--- src/rtl/twin_commit_pkg.sv ---
package twin_commit_pkg;

    typedef enum logic [3:0] {
        ST_BOOT,
        ST_RD_F1,
        ST_RD_D1,
        ST_RD_F2,
        ST_RD_D2,
        ST_IDLE,
        ST_W1_CLR,
        ST_W1_DAT,
        ST_W1_SET,
        ST_W2_CLR,
        ST_W2_DAT,
        ST_W2_SET
    } tc_state_e;

endpackage

--- src/rtl/tc_flag_check.sv ---
module tc_flag_check #(
    parameter int             DW      = 8,
    parameter logic [DW-1:0]  FLAG_OK = 'hA5
) (
    input  logic [DW-1:0] byte_i,
    output logic          ok_o
);
    // Whole-byte match: a single flipped bit makes the copy untrusted.
    assign ok_o = (byte_i == FLAG_OK);
endmodule

--- src/rtl/tc_port_plan.sv ---
module tc_port_plan
    import twin_commit_pkg::*;
#(
    parameter int             DW       = 8,
    parameter int             AW       = 4,
    parameter int             BASE     = 0,
    parameter logic [DW-1:0]  FLAG_OK  = 'hA5,
    parameter logic [DW-1:0]  FLAG_BAD = '0
) (
    input  tc_state_e     st_i,
    input  logic [DW-1:0] val_i,
    output logic          req_o,
    output logic          we_o,
    output logic [AW-1:0] addr_o,
    output logic [DW-1:0] wdata_o
);
    localparam logic [AW-1:0] A_F1 = AW'(BASE);
    localparam logic [AW-1:0] A_D1 = AW'(BASE + 1);
    localparam logic [AW-1:0] A_F2 = AW'(BASE + 2);
    localparam logic [AW-1:0] A_D2 = AW'(BASE + 3);

    always_comb begin
        req_o   = 1'b1;
        we_o    = 1'b1;
        addr_o  = A_F1;
        wdata_o = FLAG_BAD;
        unique case (st_i)
            ST_BOOT, ST_IDLE: begin
                req_o = 1'b0;
                we_o  = 1'b0;
            end
            ST_RD_F1:  we_o = 1'b0;
            ST_RD_D1:  begin we_o = 1'b0; addr_o = A_D1; end
            ST_RD_F2:  begin we_o = 1'b0; addr_o = A_F2; end
            ST_RD_D2:  begin we_o = 1'b0; addr_o = A_D2; end
            ST_W1_CLR: wdata_o = FLAG_BAD;
            ST_W1_DAT: begin addr_o = A_D1; wdata_o = val_i; end
            ST_W1_SET: wdata_o = FLAG_OK;
            ST_W2_CLR: addr_o = A_F2;
            ST_W2_DAT: begin addr_o = A_D2; wdata_o = val_i; end
            ST_W2_SET: begin addr_o = A_F2; wdata_o = FLAG_OK; end
            default: begin
                req_o = 1'b0;
                we_o  = 1'b0;
            end
        endcase
    end
endmodule

--- src/rtl/twin_commit_seq.sv ---
module twin_commit_seq
    import twin_commit_pkg::*;
#(
    parameter int             DW       = 8,
    parameter int             AW       = 4,
    parameter int             BASE     = 0,
    parameter logic [DW-1:0]  FLAG_OK  = 'hA5,
    parameter logic [DW-1:0]  FLAG_BAD = '0
) (
    input  logic          clk,
    input  logic          rst_n,
    input  logic          commit_req,
    input  logic [DW-1:0] commit_val,
    output logic          busy,
    output logic          done,
    output logic          mem_req,
    output logic          mem_we,
    output logic [AW-1:0] mem_addr,
    output logic [DW-1:0] mem_wdata,
    input  logic [DW-1:0] mem_rdata,
    input  logic          mem_ready,
    output logic          rec_done,
    output logic [DW-1:0] rec_val,
    output logic          rec_err
);
    tc_state_e     st_q, st_d;
    logic [DW-1:0] val_q;
    logic          done_q, rdone_q, rerr_q;
    logic [DW-1:0] rval_q;
    logic          xfer, rd_ok;

    tc_flag_check #(.DW(DW), .FLAG_OK(FLAG_OK)) u_chk (
        .byte_i (mem_rdata),
        .ok_o   (rd_ok)
    );

    tc_port_plan #(
        .DW(DW), .AW(AW), .BASE(BASE), .FLAG_OK(FLAG_OK), .FLAG_BAD(FLAG_BAD)
    ) u_plan (
        .st_i    (st_q),
        .val_i   (val_q),
        .req_o   (mem_req),
        .we_o    (mem_we),
        .addr_o  (mem_addr),
        .wdata_o (mem_wdata)
    );

    assign xfer = mem_req && mem_ready;

    always_comb begin
        st_d = st_q;
        unique case (st_q)
            ST_BOOT:   st_d = ST_RD_F1;
            ST_RD_F1:  if (xfer) st_d = rd_ok ? ST_RD_D1 : ST_RD_F2;
            ST_RD_D1:  if (xfer) st_d = ST_IDLE;
            ST_RD_F2:  if (xfer) st_d = rd_ok ? ST_RD_D2 : ST_IDLE;
            ST_RD_D2:  if (xfer) st_d = ST_IDLE;
            ST_IDLE:   if (commit_req) st_d = ST_W1_CLR;
            ST_W1_CLR: if (xfer) st_d = ST_W1_DAT;
            ST_W1_DAT: if (xfer) st_d = ST_W1_SET;
            ST_W1_SET: if (xfer) st_d = ST_W2_CLR;
            ST_W2_CLR: if (xfer) st_d = ST_W2_DAT;
            ST_W2_DAT: if (xfer) st_d = ST_W2_SET;
            ST_W2_SET: if (xfer) st_d = ST_IDLE;
            default:   st_d = ST_BOOT;
        endcase
    end

    always_ff @(posedge clk or negedge rst_n) begin
        if (!rst_n) st_q <= ST_BOOT;
        else        st_q <= st_d;
    end

    always_ff @(posedge clk or negedge rst_n) begin
        if (!rst_n) begin
            val_q   <= '0;
            done_q  <= 1'b0;
            rdone_q <= 1'b0;
            rerr_q  <= 1'b0;
            rval_q  <= '0;
        end else begin
            done_q <= (st_q == ST_W2_SET) && xfer;
            if (st_q == ST_IDLE && commit_req) val_q <= commit_val;
            if (xfer && (st_q == ST_RD_D1 || st_q == ST_RD_D2)) begin
                rval_q  <= mem_rdata;
                rdone_q <= 1'b1;
            end
            if (xfer && st_q == ST_RD_F2 && !rd_ok) begin
                rval_q  <= '0;
                rerr_q  <= 1'b1;
                rdone_q <= 1'b1;
            end
        end
    end

    assign busy     = (st_q != ST_IDLE);
    assign done     = done_q;
    assign rec_done = rdone_q;
    assign rec_val  = rval_q;
    assign rec_err  = rerr_q;


    hold_stable_chk: assert property (@(posedge clk) disable iff (!rst_n)
        (mem_req && !mem_ready) |=> (mem_req && $stable(mem_addr) && $stable(mem_we) && $stable(mem_wdata)));


    done_idle_chk: assert property (@(posedge clk) disable iff (!rst_n)
        done |-> !busy);


    err_zero_chk: assert property (@(posedge clk) disable iff (!rst_n)
        rec_err |-> (rec_done && rec_val == '0));


    held_val_chk: assert property (@(posedge clk) disable iff (!rst_n)
        (busy && rec_done) |=> (!busy || $stable(val_q)));


    no_early_write_chk: assert property (@(posedge clk) disable iff (!rst_n)
        (mem_req && mem_we) |-> rec_done);

endmodule

--- config.mk ---
export PLATFORM = sky130hd
export DESIGN_NAME = twin_commit_seq
export DESIGN_NICKNAME = d
export VERILOG_FILES = /design/src/rtl/twin_commit_pkg.sv /design/src/rtl/tc_flag_check.sv /design/src/rtl/tc_port_plan.sv /design/src/rtl/twin_commit_seq.sv
export SDC_FILE = /design/constraint.sdc
export NUM_CORES = 1
export LEC_CHECK = 0
export BUFFER_PORTS_ARGS = -buffer_cell sky130_fd_sc_hd__clkbuf_2
export CAP_MARGIN = 20
export CORE_ASPECT_RATIO = 1.4
export CORE_MARGIN = 3
export CORE_UTILIZATION = 49
export DETAILED_ROUTE_END_ITERATION = 6
export PLACE_DENSITY = 0.75
export SETUP_SLACK_MARGIN = 0.15
export SYNTH_ARGS = -nofsm -noshare
export SYNTH_HDL_FRONTEND = slang
export SYNTH_SLANG_ARGS = --single-unit
--- constraint.sdc ---
create_clock -name clk -period 1.9 [get_ports clk]
set_input_delay 0.19 -clock clk [delete_from_list [all_inputs] [get_ports clk]]
set_output_delay 0.19 -clock clk [all_outputs]
set_load 0.03 [all_outputs]
# [Word-level counts from Yosys, hierarchy flattened]
# Index checks and enable logic that the tools add are counted.
[classes] eq_ne=22 n_reduce_logical=19 mux=20
[op_table] op="$pmux 4 s10" n=1
[op_table] op="$mux 4" n=9
[op_table] op="$eq 4x3->1 const B" n=4
[op_table] op="$eq 4x4->1 const B" n=4
[op_table] op="$mux 8" n=2
[op_table] op="$ne 2x2->1 const B" n=8
[op_table] op="$pmux 8 s2" n=1
[op_table] op="$reduce_or 10->1" n=1
[op_table] op="$reduce_and 9->1" n=1
[op_table] op="$eq 4x2->1 const B" n=2
[op_table] op="$eq 8x8->1 const B" n=1
[op_table] op="$reduce_or 2->1" n=4
[op_table] op="$logic_and 1x1->1" n=6
[op_table] op="$mux 1" n=6
[op_table] op="$pmux 2 s3" n=1
[op_table] op="$reduce_or 3->1" n=2
[op_table] op="$reduce_or 6->1" n=1
[op_table] op="$eq 4x1->1 const B" n=1
[op_table] op="$logic_not 4->1" n=1
[op_table] op="$ne 4x3->1 const B" n=1
[op_table] op="$ne 2x1->1 const B" n=1
[op_table] op="$reduce_bool 2->1" n=1
[op_table] op="$logic_not 1->1" n=1
[op_table] op="$logic_or 1x1->1" n=1
[word_totals] reg_bits=23 inputBits=20 word_cells=67

# [Longest topological paths before layout]
[logic_depth] word_depth=7 ltp_mapped=5 depth_no_buf=3

# [Modules after synthesis]
# Synthesis repeated with hierarchy kept, for this count alone.
[unflattened] hier_cells=144 area_unflattened_um2=1355.0
[modules_own_cells] module="twin_commit_seq" area_per_inst_um2=1073.5 cells_per_inst=100 n_inst=1
[modules_own_cells] module="tc_port_plan" area_per_inst_um2=255.2 cells_per_inst=41 n_inst=1
[modules_own_cells] module="tc_flag_check" area_per_inst_um2=26.3 cells_per_inst=3 n_inst=1

# [Worst setup path after synthesis]
# OpenSTA, ideal clock, no wires.
[synth_timing] kind="register -> output" start="register st_q[0]" end="output port mem_addr[1]" t_arrival_ns=1.532 path_slack_ns=0.178 stages_incl_launch_ff=4 required_ns=1.710 cell_sequence="dfrtp_1 buf_2 buf_2 o31ai_1"
[synth_via] elab_chain_cells=3 elab_cells_between_ends=11 classes_between="eq/ne: 7; mux: 1; reduce/logical: 3"
[synth_lines] element="start, declared" line_no="twin_commit_seq.sv:26" rtl="tc_state_e st_q, st_d;"
[synth_lines] element="start signal, assigned" line_no="twin_commit_seq.sv:71" rtl="else st_q <= st_d;"
[synth_lines] element="$eq 4x4->1, or another cell as far along" line_no="tc_port_plan.sv:27" rtl="unique case (st_i)"
[synth_lines] element="$reduce_or 3->1 (no source line) or $reduce_or 2->1 (tied branches)"
[synth_lines] element="$pmux 2 s3 *" line_no="tc_port_plan.sv:27"
[synth_lines] element="end, declared" line_no="twin_commit_seq.sv:18" rtl="output logic [AW-1:0] mem_addr,"
# Every way passes the cells marked *; elsewhere a longest branch is shown, timed or not.

# [Final worst setup path]
[layout_timing] start="register st_q[2]" end="output port mem_wdata[4]"
[layout_via] elab_chain_cells=3 elab_cells_between_ends=7 classes_between="eq/ne: 4; mux: 1; reduce/logical: 2"
[layout_lines] element="$eq 4x4->1 or $eq 4x3->1 (tied branches)" line_no="tc_port_plan.sv:27"
[layout_lines] element="$reduce_or 2->1 (no source line)"
[layout_lines] element="$pmux 8 s2 *" line_no="tc_port_plan.sv:27"
[layout_lines] element="end, declared" line_no="twin_commit_seq.sv:19" rtl="output logic [DW-1:0] mem_wdata,"
# Marked as above.

==> results.json <==
{
  "status": "complete, no violations",
  "reg2reg_slack_ns": 0.22,
  "hold_class": "input port to flip-flop",
  "layout_commonest_cell": "clkbuf_2",
  "crit_arrival_ns": 1.68,
  "slew_headroom": 0.608,
  "period_share": 0.983,
  "crit_path_end_kind": "output port",
  "synth_area_leaders": "dfrtp_1 44%, o2bb2ai_1 5.4%, mux2_2 5.2%",
  "synthDistinctLibCells": 43,
  "cts.sinks": 23,
  "drive_gt1_frac": 0.475,
  "p_per_area_nw_per_um2": 1860,
  "combinationalPowerShare": 0.672,
  "startpoint_type": "flip-flop",
  "grt_pass1_wl_um": 5160,
  "whs_path_depth": 2,
  "final_cell_mix": "32 x clkbuf_2, 21 x dfrtp_1, 20 x buf_4, 12 x o21ai_0, 8 x o2bb2ai_1",
  "fin_crit_ns": 1.87,
  "crit_fanout": 4,
  "synth.ff_latch_count": 23,
  "synth_area_per_cell_um2": 10.4,
  "drt_iter0_drc": 21,
  "routedWlPerCell_um": 14.9,
  "root_buffer": "clkbuf_4",
  "vias_per_cell": 5.69,
  "hold_viol": 0,
  "ir_worst_vdd_v": 0.00139,
  "multi_input_area_um2": 694,
  "rows": 21,
  "grt_antenna_before_repair": 0,
  "drt_pre_antenna_iters": 4,
  "initial_core_util": 0.528,
  "internal_power_w": 0.00171,
  "r2r_cells": 5,
  "crit_type": "flip-flop to output port",
  "r2r_start": "st_q[3]$_DFFE_PN0P_",
  "overflow": 0,
  "htreeDepth": 1,
  "required_ns": 1.71,
  "antenna_left": 0,
  "cts_made_buffers": 3,
  "clock_latency_ns": 0.31,
  "track_usage": 0.200,
  "dp.cells": 199,
  "gp_congestion": 0.756,
  "numPortBuffers": 43,
  "hpwl_um": 2290,
  "synth_top_area_frac": 0.441,
  "fin_util": 0.709,
  "min_to": "val_q[0]$_DFFE_PN0P_",
  "vias": 1211,
  "slew_violations": 0,
  "p_switching_w": 0.00155,
  "die_h_um": 67.0,
  "nNetsFinal": 200,
  "worstHoldStart": "commit_val[0]",
  "seq_area_frac_synth": 0.441,
  "fin_skew_ns": 0.00230,
  "ios": 46,
  "grt_pass1_vias": 1172,
  "grt_max_degree": 24,
  "drcViolationCount": 0,
  "clkSlewWorstSetupHoldPaths_ns": 0.13,
  "fin_cells": 213,
  "diodes": 0,
  "wl_um": 3170,
  "setup_violations": 0,
  "regArea_um2": 578,
  "nFillCells": 212,
  "rsz0062_at_grt": "yes",
  "design.die.area_um2": 3320,
  "netlist_instances": 125,
  "power_leakage_nw": 0.795,
  "area_growth_pct": 34.3,
  "reg2reg_to": "rec_done$_DFFE_PN0P_",
  "cts_tree": "yes",
  "cap_violations": 0,
  "syn_area_um2": 1300,
  "yosys.area.top_type": "dfrtp_1",
  "coreArea_um2": 2470,
  "yosysWarningCount": 0,
  "sequentialPowerShare": 0.257,
  "tightest_slew_ns": 0.588,
  "clockPowerShare": 0.071,
  "dieWidth_um": 49.6,
  "clock_path_buffers": 2,
  "timing.fmax_ghz": 0.536,
  "p_sw_frac": 0.475
}
==> stage by stage <==
stage	setup WS, ns	power, W	setup TNS (ns)	hold WS (ns)	instance area (um^2)
floorplan	0.178	0.00220	0	-0.106	1310
global placement	0.279	0.00262	0	0.204	1550
detailed placement	0.221	0.00269	0	0.213	1550
CTS	0.0583	0.00314	0	0.0729	1710
global route	-0.0197	0.00350	-0.0324	0.0753	1750
finish	0.0327	0.00326	0	0.0801	1750
==> registers in the layout, summed over array words and instances, names as in the netlist <==
signal / count
rec_val: 8
done: 1
rec_err: 1
val_q: 8
st_q: 4
rec_done: 1
==> layer usage <==
| metal | track usage | routed length (um) |
|---|---|---|
| met4 | 0.0657 | 14 |
| met1 | 0.218 | 1270 |
| met3 | 0.0358 | 116 |
| met2 | 0.382 | 1770 |
| met5 | 0 | 0 |
==> kinds of logic (layout without fill, tap and decap cells) <==
group,after synthesis,count (layout),synth area share
buffers and inverters,12,65,0.0509
XOR/XNOR,1,1,0.0125
multiplexers,10,10,0.0864
flip-flops,23,23,0.441
adder cells (fa/ha/maj),1,1,0.00768
AND/OR/NAND/NOR,33,33,0.170
AO/OA/AOI/OAI,44,44,0.228
other,1,2,0.00288
==> cells in the mapped netlist, drive strengths merged <==
library cell  count
maj3              1
inv               2
nor3b             2
nor3              1
a211oi            2
and4bb            2
nand2b            1
o31ai             1
nand2             6
xnor2             1
or3b              3
nand3             2
a21o              1
mux2             10
nor2              5
a32o              1
a2111oi           1
o21a              1
o2bb2ai           8
conb              1
and2              5
nand3b            1
and3              1
or3               1
a21oi             9
a31o              1
buf               8
dfrtp            23
o21ai            13
o31a              1
o22ai             5
clkbuf            2
nor2b             2
and3b             1
==> worst max path at each step <==
stage / startpoint / end / slack [ns]
after global routing: st_q[0]$_DFFE_PN0P_ / mem_wdata[4] / -0.02
final: st_q[2]$_DFFE_PN0P_ / mem_wdata[4] / 0.03
after detailed placement: st_q[2]$_DFFE_PN0P_ / mem_wdata[4] / 0.22
after global placement: st_q[2]$_DFFE_PN0P_ / mem_wdata[4] / 0.28
after CTS: st_q[2]$_DFFE_PN0P_ / mem_wdata[4] / 0.06
after floorplan: st_q[0]$_DFFE_PN0P_ / mem_addr[1] / 0.18
==> cell type report <==
cell class                      count  area share
Inverter                            2     0.00429
Tap cell                           34      0.0243
Multi-Input combinational cell     91       0.397
Timing Repair Buffer               59       0.227
Clock buffer                        3      0.0129
Sequential cell                    23       0.330
Clock inverter                      1     0.00429
==> power by group through the flow <==
| stage | Sequential (W) | Combinational (W) | Clock, W |
|---|---|---|---|
| after floorplan | 0.000945 | 0.00126 | 0 |
| after global placement | 0.000859 | 0.00176 | 0 |
| after detailed placement | 0.000873 | 0.00181 | 0 |
| after CTS | 0.000830 | 0.00206 | 0.000246 |
| after global routing | 0.000862 | 0.00237 | 0.000263 |
| final | 0.000838 | 0.00219 | 0.000232 |
==> what timing repair did <==
action	4_1_cts	5_1_grt
hold buffers	1	0
buffers inserted	7	2
hold endpoints to repair	23	0
resized for setup	19	17
endpoints found under the setup margin	11	18
pin swaps	3	3
==> critical path: stages (launching register included) <==
cell and delay [ns]:
dfrtp_2 0.45, or3b_1 0.37, a21oi_2 0.21, and2_1 0.17, clkbuf_8 0.16
(Power assumes the default switching activity.)
